File: src/rtl/clkratio_pkg.sv
package clkratio_pkg;

   localparam int RATIO_W      = 2;
   localparam int NUM_GROUPS   = 4;   // net0, net1, crypto, usb
   localparam int NET_GROUPS   = 2;

   // register layout
   localparam int NET_CODE_LSB = 0;
   localparam int NET_ON_LSB   = 2;
   localparam int UNIT_BASE    = 6;
   localparam int UNIT_STRIDE  = 4;
   localparam int FLAG_BIT     = 31;

   localparam logic [31:0] FIELD_MASK  = 32'h0000_0CCF;
   localparam logic [31:0] RESET_VALUE = 32'h0000_044D;

   typedef logic [RATIO_W-1:0] ratio_t;

   // network field: reserved code 00 behaves as 1:1, run bit gates it
   function automatic ratio_t net_ratio(input ratio_t code, input logic run);
      if (!run)
         return '0;
      else if (code == '0)
         return ratio_t'(1);
      else
         return code;
   endfunction

endpackage

File: src/rtl/clkratio_divider.sv
module clkratio_divider
   import clkratio_pkg::*;
#(
   parameter int RW = RATIO_W
) (
   input  logic          clk,
   input  logic          rst_n,
   input  logic [RW-1:0] ratio_req,
   output logic          ce
);

   localparam int CNT_W = RW;

   logic [CNT_W-1:0] per_q;   // ratio in force for this period, 0 = stopped
   logic [CNT_W-1:0] cnt_q;
   logic             last;
   logic             boundary;

   assign last     = (cnt_q == per_q - CNT_W'(1));
   assign boundary = (per_q == '0) || last;
   assign ce       = (per_q != '0) && last;

   always_ff @(posedge clk) begin
      if (!rst_n) begin
         per_q <= '0;
         cnt_q <= '0;
      end else if (boundary) begin
         per_q <= ratio_req;
         cnt_q <= '0;
      end else begin
         cnt_q <= cnt_q + CNT_W'(1);
      end
   end

   AST_PERIOD_HOLD: assert property (@(posedge clk) disable iff (!rst_n)
      (per_q != '0 && !last) |=> ($stable(per_q) && cnt_q == $past(cnt_q) + CNT_W'(1)));

   AST_CNT_IN_PERIOD: assert property (@(posedge clk) disable iff (!rst_n)
      (per_q != '0) |-> (cnt_q < per_q));

endmodule

File: src/rtl/clkratio_regs.sv
module clkratio_regs
   import clkratio_pkg::*;
#(
   parameter int              ADDR_W   = 12,
   parameter int              DATA_W   = 32,
   parameter logic [ADDR_W-1:0] REG_ADDR = 12'hA08
) (
   input  logic                              clk,
   input  logic                              rst_n,
   input  logic [ADDR_W-1:0]                 bus_addr,
   input  logic                              bus_wr,
   input  logic [DATA_W-1:0]                 bus_wdata,
   output logic [DATA_W-1:0]                 bus_rdata,
   output logic [NUM_GROUPS-1:0][RATIO_W-1:0] ratio_req
);

   logic [DATA_W-1:0] store_q;
   logic              err_q;
   logic              hit;
   logic              we;
   logic              clr;
   logic              conflict;
   ratio_t            crypto_code;
   ratio_t            usb_code;

   assign hit = (bus_addr == REG_ADDR);
   assign we  = bus_wr && hit;
   assign clr = we && bus_wdata[FLAG_BIT];

   assign crypto_code = store_q[UNIT_BASE +: RATIO_W];
   assign usb_code    = store_q[UNIT_BASE + UNIT_STRIDE +: RATIO_W];
   assign conflict    = (crypto_code != '0) && (usb_code != '0) &&
                        (crypto_code != usb_code);

   always_ff @(posedge clk) begin
      if (!rst_n) begin
         store_q <= RESET_VALUE;
         err_q   <= 1'b0;
      end else begin
         if (we)
            store_q <= bus_wdata & FIELD_MASK;
         err_q <= (err_q && !clr) || conflict;
      end
   end

   always_comb begin
      bus_rdata = '0;
      if (hit) begin
         bus_rdata = store_q;
         bus_rdata[FLAG_BIT] = err_q;
      end
   end

   for (genvar g = 0; g < NUM_GROUPS; g++) begin : g_decode
      if (g < NET_GROUPS) begin : g_net
         assign ratio_req[g] = net_ratio(store_q[NET_CODE_LSB +: RATIO_W],
                                         store_q[NET_ON_LSB + g]);
      end else begin : g_unit
         assign ratio_req[g] = store_q[UNIT_BASE + UNIT_STRIDE*(g-NET_GROUPS) +: RATIO_W];
      end
   end

   AST_RESERVED_READ_ZERO: assert property (@(posedge clk) disable iff (!rst_n)
      (bus_rdata & ~(FIELD_MASK | (32'h1 << FLAG_BIT))) == '0);

   AST_FOREIGN_WRITE_IGNORED: assert property (@(posedge clk) disable iff (!rst_n)
      (bus_wr && !hit) |=> $stable(store_q));

   AST_FLAG_STICKY: assert property (@(posedge clk) disable iff (!rst_n)
      (err_q && !clr) |=> err_q);

   AST_FLAG_SETS_ON_CONFLICT: assert property (@(posedge clk) disable iff (!rst_n)
      conflict |=> err_q);

endmodule

File: src/rtl/clkratio_ctrl.sv
module clkratio_ctrl
   import clkratio_pkg::*;
#(
   parameter int                ADDR_W   = 12,
   parameter int                DATA_W   = 32,
   parameter logic [ADDR_W-1:0] REG_ADDR = 12'hA08
) (
   input  logic              clk,
   input  logic              rst_n,
   input  logic [ADDR_W-1:0] bus_addr,
   input  logic              bus_wr,
   input  logic [DATA_W-1:0] bus_wdata,
   output logic [DATA_W-1:0] bus_rdata,
   output logic              net0_ce,
   output logic              net1_ce,
   output logic              crypto_ce,
   output logic              usb_ce
);

   if (DATA_W != 32) begin : g_bad_data_w
      $error("clkratio_ctrl: DATA_W must be 32");
   end
   if (ADDR_W < 1 || ADDR_W > 32) begin : g_bad_addr_w
      $error("clkratio_ctrl: ADDR_W out of range");
   end

   logic [NUM_GROUPS-1:0][RATIO_W-1:0] ratio_req;
   logic [NUM_GROUPS-1:0]              group_ce;

   clkratio_regs #(
      .ADDR_W   (ADDR_W),
      .DATA_W   (DATA_W),
      .REG_ADDR (REG_ADDR)
   ) u_regs (
      .clk       (clk),
      .rst_n     (rst_n),
      .bus_addr  (bus_addr),
      .bus_wr    (bus_wr),
      .bus_wdata (bus_wdata),
      .bus_rdata (bus_rdata),
      .ratio_req (ratio_req)
   );

   for (genvar g = 0; g < NUM_GROUPS; g++) begin : g_div
      clkratio_divider #(
         .RW (RATIO_W)
      ) u_div (
         .clk       (clk),
         .rst_n     (rst_n),
         .ratio_req (ratio_req[g]),
         .ce        (group_ce[g])
      );
   end

   assign net0_ce   = group_ce[0];
   assign net1_ce   = group_ce[1];
   assign crypto_ce = group_ce[2];
   assign usb_ce    = group_ce[3];

endmodule

File: config.mk
export PLATFORM = sky130hd
export DESIGN_NAME = clkratio_ctrl
export DESIGN_NICKNAME = d
export VERILOG_FILES = /design/src/rtl/clkratio_pkg.sv /design/src/rtl/clkratio_divider.sv /design/src/rtl/clkratio_regs.sv /design/src/rtl/clkratio_ctrl.sv
export SDC_FILE = /design/constraint.sdc
export NUM_CORES = 1
export LEC_CHECK = 0
export BUFFER_PORTS_ARGS = -buffer_cell sky130_fd_sc_hd__clkbuf_2
export CAP_MARGIN = 0
export CELL_PAD_IN_SITES_DETAIL_PLACEMENT = 2
export CELL_PAD_IN_SITES_GLOBAL_PLACEMENT = 2
export CORE_MARGIN = 3
export CORE_UTILIZATION = 24
export CTS_CLUSTER_DIAMETER = 80
export DETAILED_ROUTE_END_ITERATION = 6
export PLACE_DENSITY = 0.92
export SLEW_MARGIN = 40
export SYNTH_ARGS = -nofsm -noshare
export SYNTH_HDL_FRONTEND = slang
export SYNTH_SLANG_ARGS = --single-unit
File: constraint.sdc
create_clock -name clk -period 2.7 [get_ports clk]
set_clock_uncertainty 0.1 [all_clocks]
set_input_delay 0.675 -clock clk [delete_from_list [all_inputs] [get_ports clk]]
set_output_delay 0.675 -clock clk [all_outputs]
set_load 0.01 [all_outputs]
* Word level (Yosys, flattened, before mapping)
Index checks and enable logic that the tools add are counted.
** Word-level totals
- Register bits after elaboration :: 25
- Output and inout bits :: 36
- Logic and storage cells :: 59
** Cells by class
- Add/sub/neg operators :: 8
- Eq/ne operators :: 6
- Multiplexer cells :: 4
- Bitwise gates (word level) :: 1
- Reduce and logical (&&, ||, !) cells :: 30
** Operator list (number)
- 32-bit two-way mux :: 1
- 12-bit == test (second input constant) :: 1
- 2-bit nonzero test :: 6
- 2-bit logical NOT :: 5
- 1-bit logical AND :: 9
- 2-bit by 1-bit adder with 2-bit output (second input constant) :: 4
- 2-bit == test :: 4
- 2-bit OR reduction :: 4
- 2-bit by 1-bit subtractor with 2-bit output (second input constant) :: 4
- 2-bit two-way mux :: 3
- 1-bit logical OR :: 5
- 2-bit != test :: 1
- 1-bit logical NOT :: 1
- 1-bit NOT :: 1

* Depth between registers and ports, before layout
Gate-level depths: netlist of run 1.
- Depth in word-level cells :: 6
- Gate-level depth with buffers :: 6
- Gate-level depth less buffers :: 6

* By module
Synthesis of run 1 repeated with hierarchy kept, for this count alone.
** Unflattened totals
- Cell total of the unflattened synthesis :: 175
- Area, all modules :: 1550.2 sq um
** By module, submodules not included
- clkratio_divider :: times used 4, cells each 21, area an instance 200.2 sq um, sequential area each 80.1 sq um
- clkratio_regs :: times used 1, cells each 91, area an instance 749.5 sq um, sequential area each 180.2 sq um

* Least setup slack after synthesis of run 1
OpenSTA, ideal clock, no wires.
- Kind :: input to output
- Start :: in bus_addr[1]
- End :: out bus_rdata[0]
- Data arrival time :: 1.417 ns
- Setup slack :: 0.508 ns
- Stages on the path :: 4
- Path buffers :: 1
- Path through :: nor4b_2 > and3_2 > buf_2 > and2_1
** On the way
- Cells in the longest elaborated chain, start to end :: 2
** Ends and longest elaborated chain
- start: declaration :: RTL line clkratio_ctrl.sv:10 : input logic [ADDR_W-1:0] bus_addr,
- 12-bit == test :: RTL line clkratio_regs.sv:26 : assign hit = (bus_addr == REG_ADDR);
- 32-bit two-way mux :: RTL line clkratio_regs.sv:48 : if (hit) begin
- end: declaration :: RTL line clkratio_ctrl.sv:13 : output logic [DATA_W-1:0] bus_rdata,
No other way between the ends.

* Final worst setup path of run 1
Same ends and word-level chain as after synthesis.

==> reports/qor.yml, run 1 <==
status: "finished, final reports clean"
grt_pass1_vias: 1162
hold_viol_final: 0
rsz0062_at_grt: "false"
placementRows: 27
crit_path_max_fanout: 9
ant_nets: 0
fp.dieH_um: 82.79
setup_viol: 0
drive_above_1_share_pct: 22.93
cts_tree: "done"
fin_tns_setup_ps: 0
power_uw: 890.6
grt_pass1_wl_um: 4892
synthSimpleGateAreaFrac_pct: 24.14
ys_seq_elements: 25
synth.distinct_cells: 27
ys.warnings.count: 0
cap_violations: 0
die_w_um: 82.79
io_buffer_count: 36
io_pins: 83
end_kind: "output port"
numCtsBuffers: 3
crit_type: "input pin to output port"
yosys.area_share.xor_xnor_pct: 8.046
synthArstFlopShare_pct: 0
fmax_mhz: 406.4
worstHoldPathType: "register to register"
cts.htree.levels: 1
vias: 1176
ctsLongestPathBuffers: 2
syn-cell-area_um2: 1415
required_ps: 1920
antenna_found_initial: 0
finalWeightedCongestion: 0.6890
firstDrtPassIters: 4
maxSlewHeadroom_pct: 55.62
worst_pin_slew_ps: 665.7
drv_slew: 0
synthCells: 172
insertion_delay_ps: 270
startpoint_type: "input pin"
cp.arrival_ps: 1690
synth_edf_count: 0
initial_utilization_pct: 25.23
cts-resized-gates: 0
powerDensity_nw_per_um2: 560.5
fin_crit_ps: 2460
grt_overflow: 0
cts_setup_buffers: 0
synth-compound-area-share_pct: 8.488
synth_fa_ha_area_share_pct: 3.537
wl_per_cell_um: 11.75
track_usage_pct: 9.283
synth_top_family_by_area: "simple AND/OR/NAND/NOR gates"
cts-root-buf: "clkbuf_8"
grt_max_degree: 36
cts_hold_buffers: 0
clock_sinks: 25
leakage_nw: 0.7420
wirelength_um: 3256
vdd_ir_drop_max_mv: 0.1859
core-area_um2: 5608
ys_seq_area_share_pct: 35.37
die-area_um2: 6853
fin_crit_sh_pct: 91.13
synthMuxAreaShare_pct: 0
ys_dominant_reg_cell: "dfxtp_1"
drtIter0Drc: 39
clk_pin_slew_ps: 80
drcViolationCount: 0
avgViaCountPerCell: 4.245
n_antenna_cell: 0
dp_hpwl_um: 2672
avgSynthCellArea_um2: 8.227
syn_to_final_growth_pct: 12.29
fin_nets: 257
[placed cells by master, fill, tap and decap left out, drive strengths merged, types with 4 or more instances in the layout]
cell type / netlist / layout
nand3: 15 / 15
nand2: 15 / 15
and2: 9 / 9
xnor2: 4 / 4
ha: 4 / 4
inv: 14 / 14
o21ai: 12 / 12
a31oi: 5 / 5
xor2: 9 / 9
conb: 1 / 23
nor3b: 5 / 5
clkbuf: 2 / 39
dfxtp: 25 / 25
a21oi: 5 / 5
nor2: 13 / 13
[flip-flops by register name, indices dropped and copies added, names as in the netlist]
register / flops
g_div.u_div.per_q: 8
u_regs.err_q: 1
u_regs.store_q: 8
g_div.u_div.cnt_q: 8
[critical path, stage by stage]
cell and delay [ps]:
clkbuf_2 90, nor4b_2 290, and3_2 330, and2_1 170, clkbuf_2 130
[Yosys cell counts, types with 2 or more instances]
library cell   n  area [µm²]
nor3b_1        5       37.54
and2_1         9       56.30
a31oi_1        5       31.28
clkbuf_1       2       7.510
dfxtp_1       25       500.5
a21oi_1        5       25.02
inv_1         14       52.55
buf_6          2       22.52
nand2_1       15       56.30
xnor2_1        4       35.03
buf_2          2       10.01
o21ai_0       11       55.05
ha_1           4       50.05
buf_4         23       172.7
nand3_1       14       70.07
xor2_1         9       78.83
nor2_1        13       48.80
[through the flow]
step / util (%) / hold slack (ps) / std cells / worst slack, ps / area (µm²)
global route: 28.34 / 399.4 / 277 / 116.5 / 1589
finish: 28.34 / 375.2 / 277 / 239.6 / 1589
CTS: 28.34 / 382.8 / 277 / 187.8 / 1589
detailed placement: 27.51 / 361.2 / 273 / 187.8 / 1543
global placement: 27.51 / 346.6 / 273 / 217.4 / 1543
floorplan: - / 335.2 / 194 / 508.3 / 1498
[metal layers]
metal	GRT usage, %	up-vias	share of wire (%)
met1	9.987	548	41
met2	17.63	48	50
li1	-	577	-
met5	0	-	0
met3	1.296	3	8.2
met4	4.412	0	0.83
[power by group]
group	internal [mW]	total, mW	switching [mW]
Sequential	0.403	0.437	0.0342
Clock	0.103	0.222	0.119
Combinational	0.0904	0.231	0.141
[path summary, 6_finish.rpt]
path | from | to | slack (ps) | depth (start not counted)
hold / removal | g_div[3].u_div.cnt_q[0]$_SDFF_PP0_ | g_div[3].u_div.cnt_q[0]$_SDFF_PP0_ | 380 | 1
setup / recovery | bus_addr[1] | bus_rdata[0] | 240 | 5
hold reg to reg | g_div[3].u_div.cnt_q[0]$_SDFF_PP0_ | g_div[3].u_div.cnt_q[0]$_SDFF_PP0_ | 380 | 1
setup reg to reg | g_div[0].u_div.per_q[0]$_SDFFE_PN0P_ | g_div[0].u_div.per_q[0]$_SDFFE_PN0P_ | 990 | 6
[kinds of logic (layout without fill, tap and decap cells)]
| group | Yosys count | after routing |
|---|---|---|
| and+or+nand+nor | 63 | 63 |
| buffers and inverters | 44 | 55 |
| DFF | 25 | 25 |
| AOI/OAI and AO/OA | 22 | 22 |
| xor gates and xnor gates | 13 | 13 |
| adders and majority gates | 4 | 4 |
| other | 1 | 23 |
[area by class of cell]
class | instances | area, µm²
sequential | 25 | 500.5
multi-input combinational | 125 | 711.9
tap | 72 | 90.09
fill | 703 | 4019
clock inverter | 1 | 5.005
timing repair buffer | 37 | 187.7
clock buffer | 3 | 41.29
inverter | 14 | 52.55
No activity file was read; power rests on OpenSTA's default activity.
==> run 2, diff against run 1 <==
--- a/config.mk
+++ b/config.mk
@@ -10,10 +10,12 @@
 export CELL_PAD_IN_SITES_DETAIL_PLACEMENT = 2
 export CELL_PAD_IN_SITES_GLOBAL_PLACEMENT = 2
 export CORE_MARGIN = 3
-export CORE_UTILIZATION = 24
+export CORE_UTILIZATION = 20
 export CTS_CLUSTER_DIAMETER = 80
 export DETAILED_ROUTE_END_ITERATION = 6
-export PLACE_DENSITY = 0.92
+export MAX_ROUTING_LAYER = met4
+export PLACE_DENSITY = 0.83
+export RECOVER_POWER = 25
 export SLEW_MARGIN = 40
 export SYNTH_ARGS = -nofsm -noshare
 export SYNTH_HDL_FRONTEND = slang
==> constraint.sdc (replaced) <==
create_clock -name clk -period 2.2 [get_ports clk]
set_clock_uncertainty 0.1 [all_clocks]
set_input_delay 0.55 -clock clk [delete_from_list [all_inputs] [get_ports clk]]
set_output_delay 0.55 -clock clk [all_outputs]
set_load 0.01 [all_outputs]
==> reports/qor.yml, run 2 (synthesized netlist as in run 1, its figures left out) <==
fin_tns_setup_ps: 0  # unchanged
core-area_um2: 6832  # +22%
worstHoldPathType: "register to register"
grt_pass1_wl_um: 5402  # +10%
ff2ff_path_depth: 7  # +1
cts_tree: "done"
multi_input_area_um2: 750.7  # +5.4%
io_pins: 83  # unchanged
wirelength_um: 3340  # +2.6%
cts-root-buf: "clkbuf_8"
reg_top3: "g_div.u_div.cnt_q: 8 flops, g_div.u_div.per_q: 8 flops, u_regs.store_q: 8 flops"
firstDrtPassIters: 3  # -1
rsz0062_at_grt: "true"
io_buffer_count: 36  # unchanged
drive_above_1_share_pct: 26.09  # +3.2 points
clk_pin_slew_ps: 90  # about the same
cp.arrival_ps: 1540  # -150 ps
placed_area_um2: 1573  # +1.9%
grt_pass1_vias: 1254  # +7.9%
track_usage_pct: 8.186  # -1.1 points
whs_ps: 376.1  # +0.8780 ps
ctsLongestPathBuffers: 2  # unchanged
layout.cells.non_filler: 303  # +9.4%
fin_util_pct: 24.49  # -3.8 points
n_antenna_cell: 0  # unchanged
cap_violations: 0  # unchanged
timing.final.ws_setup_ps: 14.39  # -225.2 ps
place_inst: 297  # +8.8%
maxSlewHeadroom_pct: 46.31  # -9.3 points
cts.htree.levels: 1  # unchanged
avgViaCountPerCell: 3.842  # -9.5%
power_mw: 1.117  # +25%
syn_to_final_growth_pct: 18.21
die_w_um: 90.12  # +8.9%
hold_viol_final: 0  # unchanged
fin_nets: 259  # +0.78%
crit_type: "input pin to output port"
ant_nets: 0  # unchanged
crit_path_max_fanout: 9  # unchanged
end_kind: "output port"
insertion_delay_ps: 260  # about the same
fin_crit_sh_pct: 99.35
status: "finished, final reports clean"
vias: 1164  # -1.0%
fin_crit_ps: 2186
wl_per_cell_um: 11.02  # -6.2%
design_area_um2: 1673  # +5.3%
clock_sinks: 25  # unchanged
fmax_mhz: 457.5
grt_overflow: 0  # unchanged
layout_commonest_cell: "clkbuf_2"
grt_max_degree: 36  # unchanged
layout_common_cells: "33 x clkbuf_2, 23 x conb_1, 21 x dfxtp_1"
startpoint_type: "input pin"
antenna_found_initial: 0  # unchanged
drcViolationCount: 0  # unchanged
initial_utilization_pct: 20.71  # -4.5 points
finalWeightedCongestion: 0.6742  # -2.1%
fp.dieH_um: 90.12  # +8.9%
setup_viol: 0  # unchanged
worst_pin_slew_ps: 805.4  # +139.7 ps
regArea_um2: 505.5  # +1.0%
fillers: 836  # +19%
drv_slew: 0  # unchanged
hold_depth: 1  # unchanged
cts_hold_buffers: 0  # unchanged
vdd_ir_drop_max_mv: 0.2029  # +9.1%
dp_hpwl_um: 2649  # -0.87%
placementRows: 30  # +11%
dpl_worst_slack_ps: -51.71  # -239.5 ps
leakage_nw: 0.7563  # +1.9%
die-area_um2: 8121  # +18%
required_ps: 1550  # -370 ps
powerDensity_nw_per_um2: 667.5  # +19%
drtIter0Drc: 7  # -82%
numCtsBuffers: 3  # unchanged
## run 2: routing by layer
metal  track usage, %  routed length, µm  vias up
met5                -                  0        -
met4            1.913                 27        0
met1            8.929               1387      542
met3            1.590                170        2
met2            15.25               1754       42
li1                 -                  -      578
## run 2: worst paths after layout
path | start | endpoint | slack (ps)
worst max-delay path | bus_addr[5] | bus_rdata[7] | 10
worst min-delay path | g_div[3].u_div.cnt_q[0]$_SDFF_PP0_ | g_div[3].u_div.cnt_q[0]$_SDFF_PP0_ | 380
worst max register to register | g_div[0].u_div.per_q[0]$_SDFFE_PN0P_ | g_div[0].u_div.cnt_q[0]$_SDFF_PP0_ | 470
worst min register to register | g_div[3].u_div.cnt_q[0]$_SDFF_PP0_ | g_div[3].u_div.cnt_q[0]$_SDFF_PP0_ | 380
## run 2: power by group
group / leakage [nW] / internal [mW] / total, mW / switching, mW
logic: 0.529 / 0.129 / 0.308 / 0.179
registers: 0.204 / 0.499 / 0.539 / 0.0404
clock network: 0.0228 / 0.129 / 0.269 / 0.140
total: 0.756 / 0.757 / 1.12 / 0.359
## run 2: timing repair
action / CTS / global route
pin swaps: 0 / 1
resized for setup: 2 / 11
setup endpoints to repair: 9 / 8
hold endpoints to repair: 0 / 0
cloned: 0 / 0
setup buffers: 0 / 2
## run 2: critical path, cell delays in order
cell	delay, ps
clkbuf_2	100
nor4_4	310
and3_4	280
and2_1	150
buf_2	140
## run 2: cell type report
class	instances	share of cell area, %
inverter	14	3.141
timing repair buffer	39	11.89
sequential	25	30.22
tap	96	7.180
multi-input combinational	125	44.88
clock buffer	4	2.693
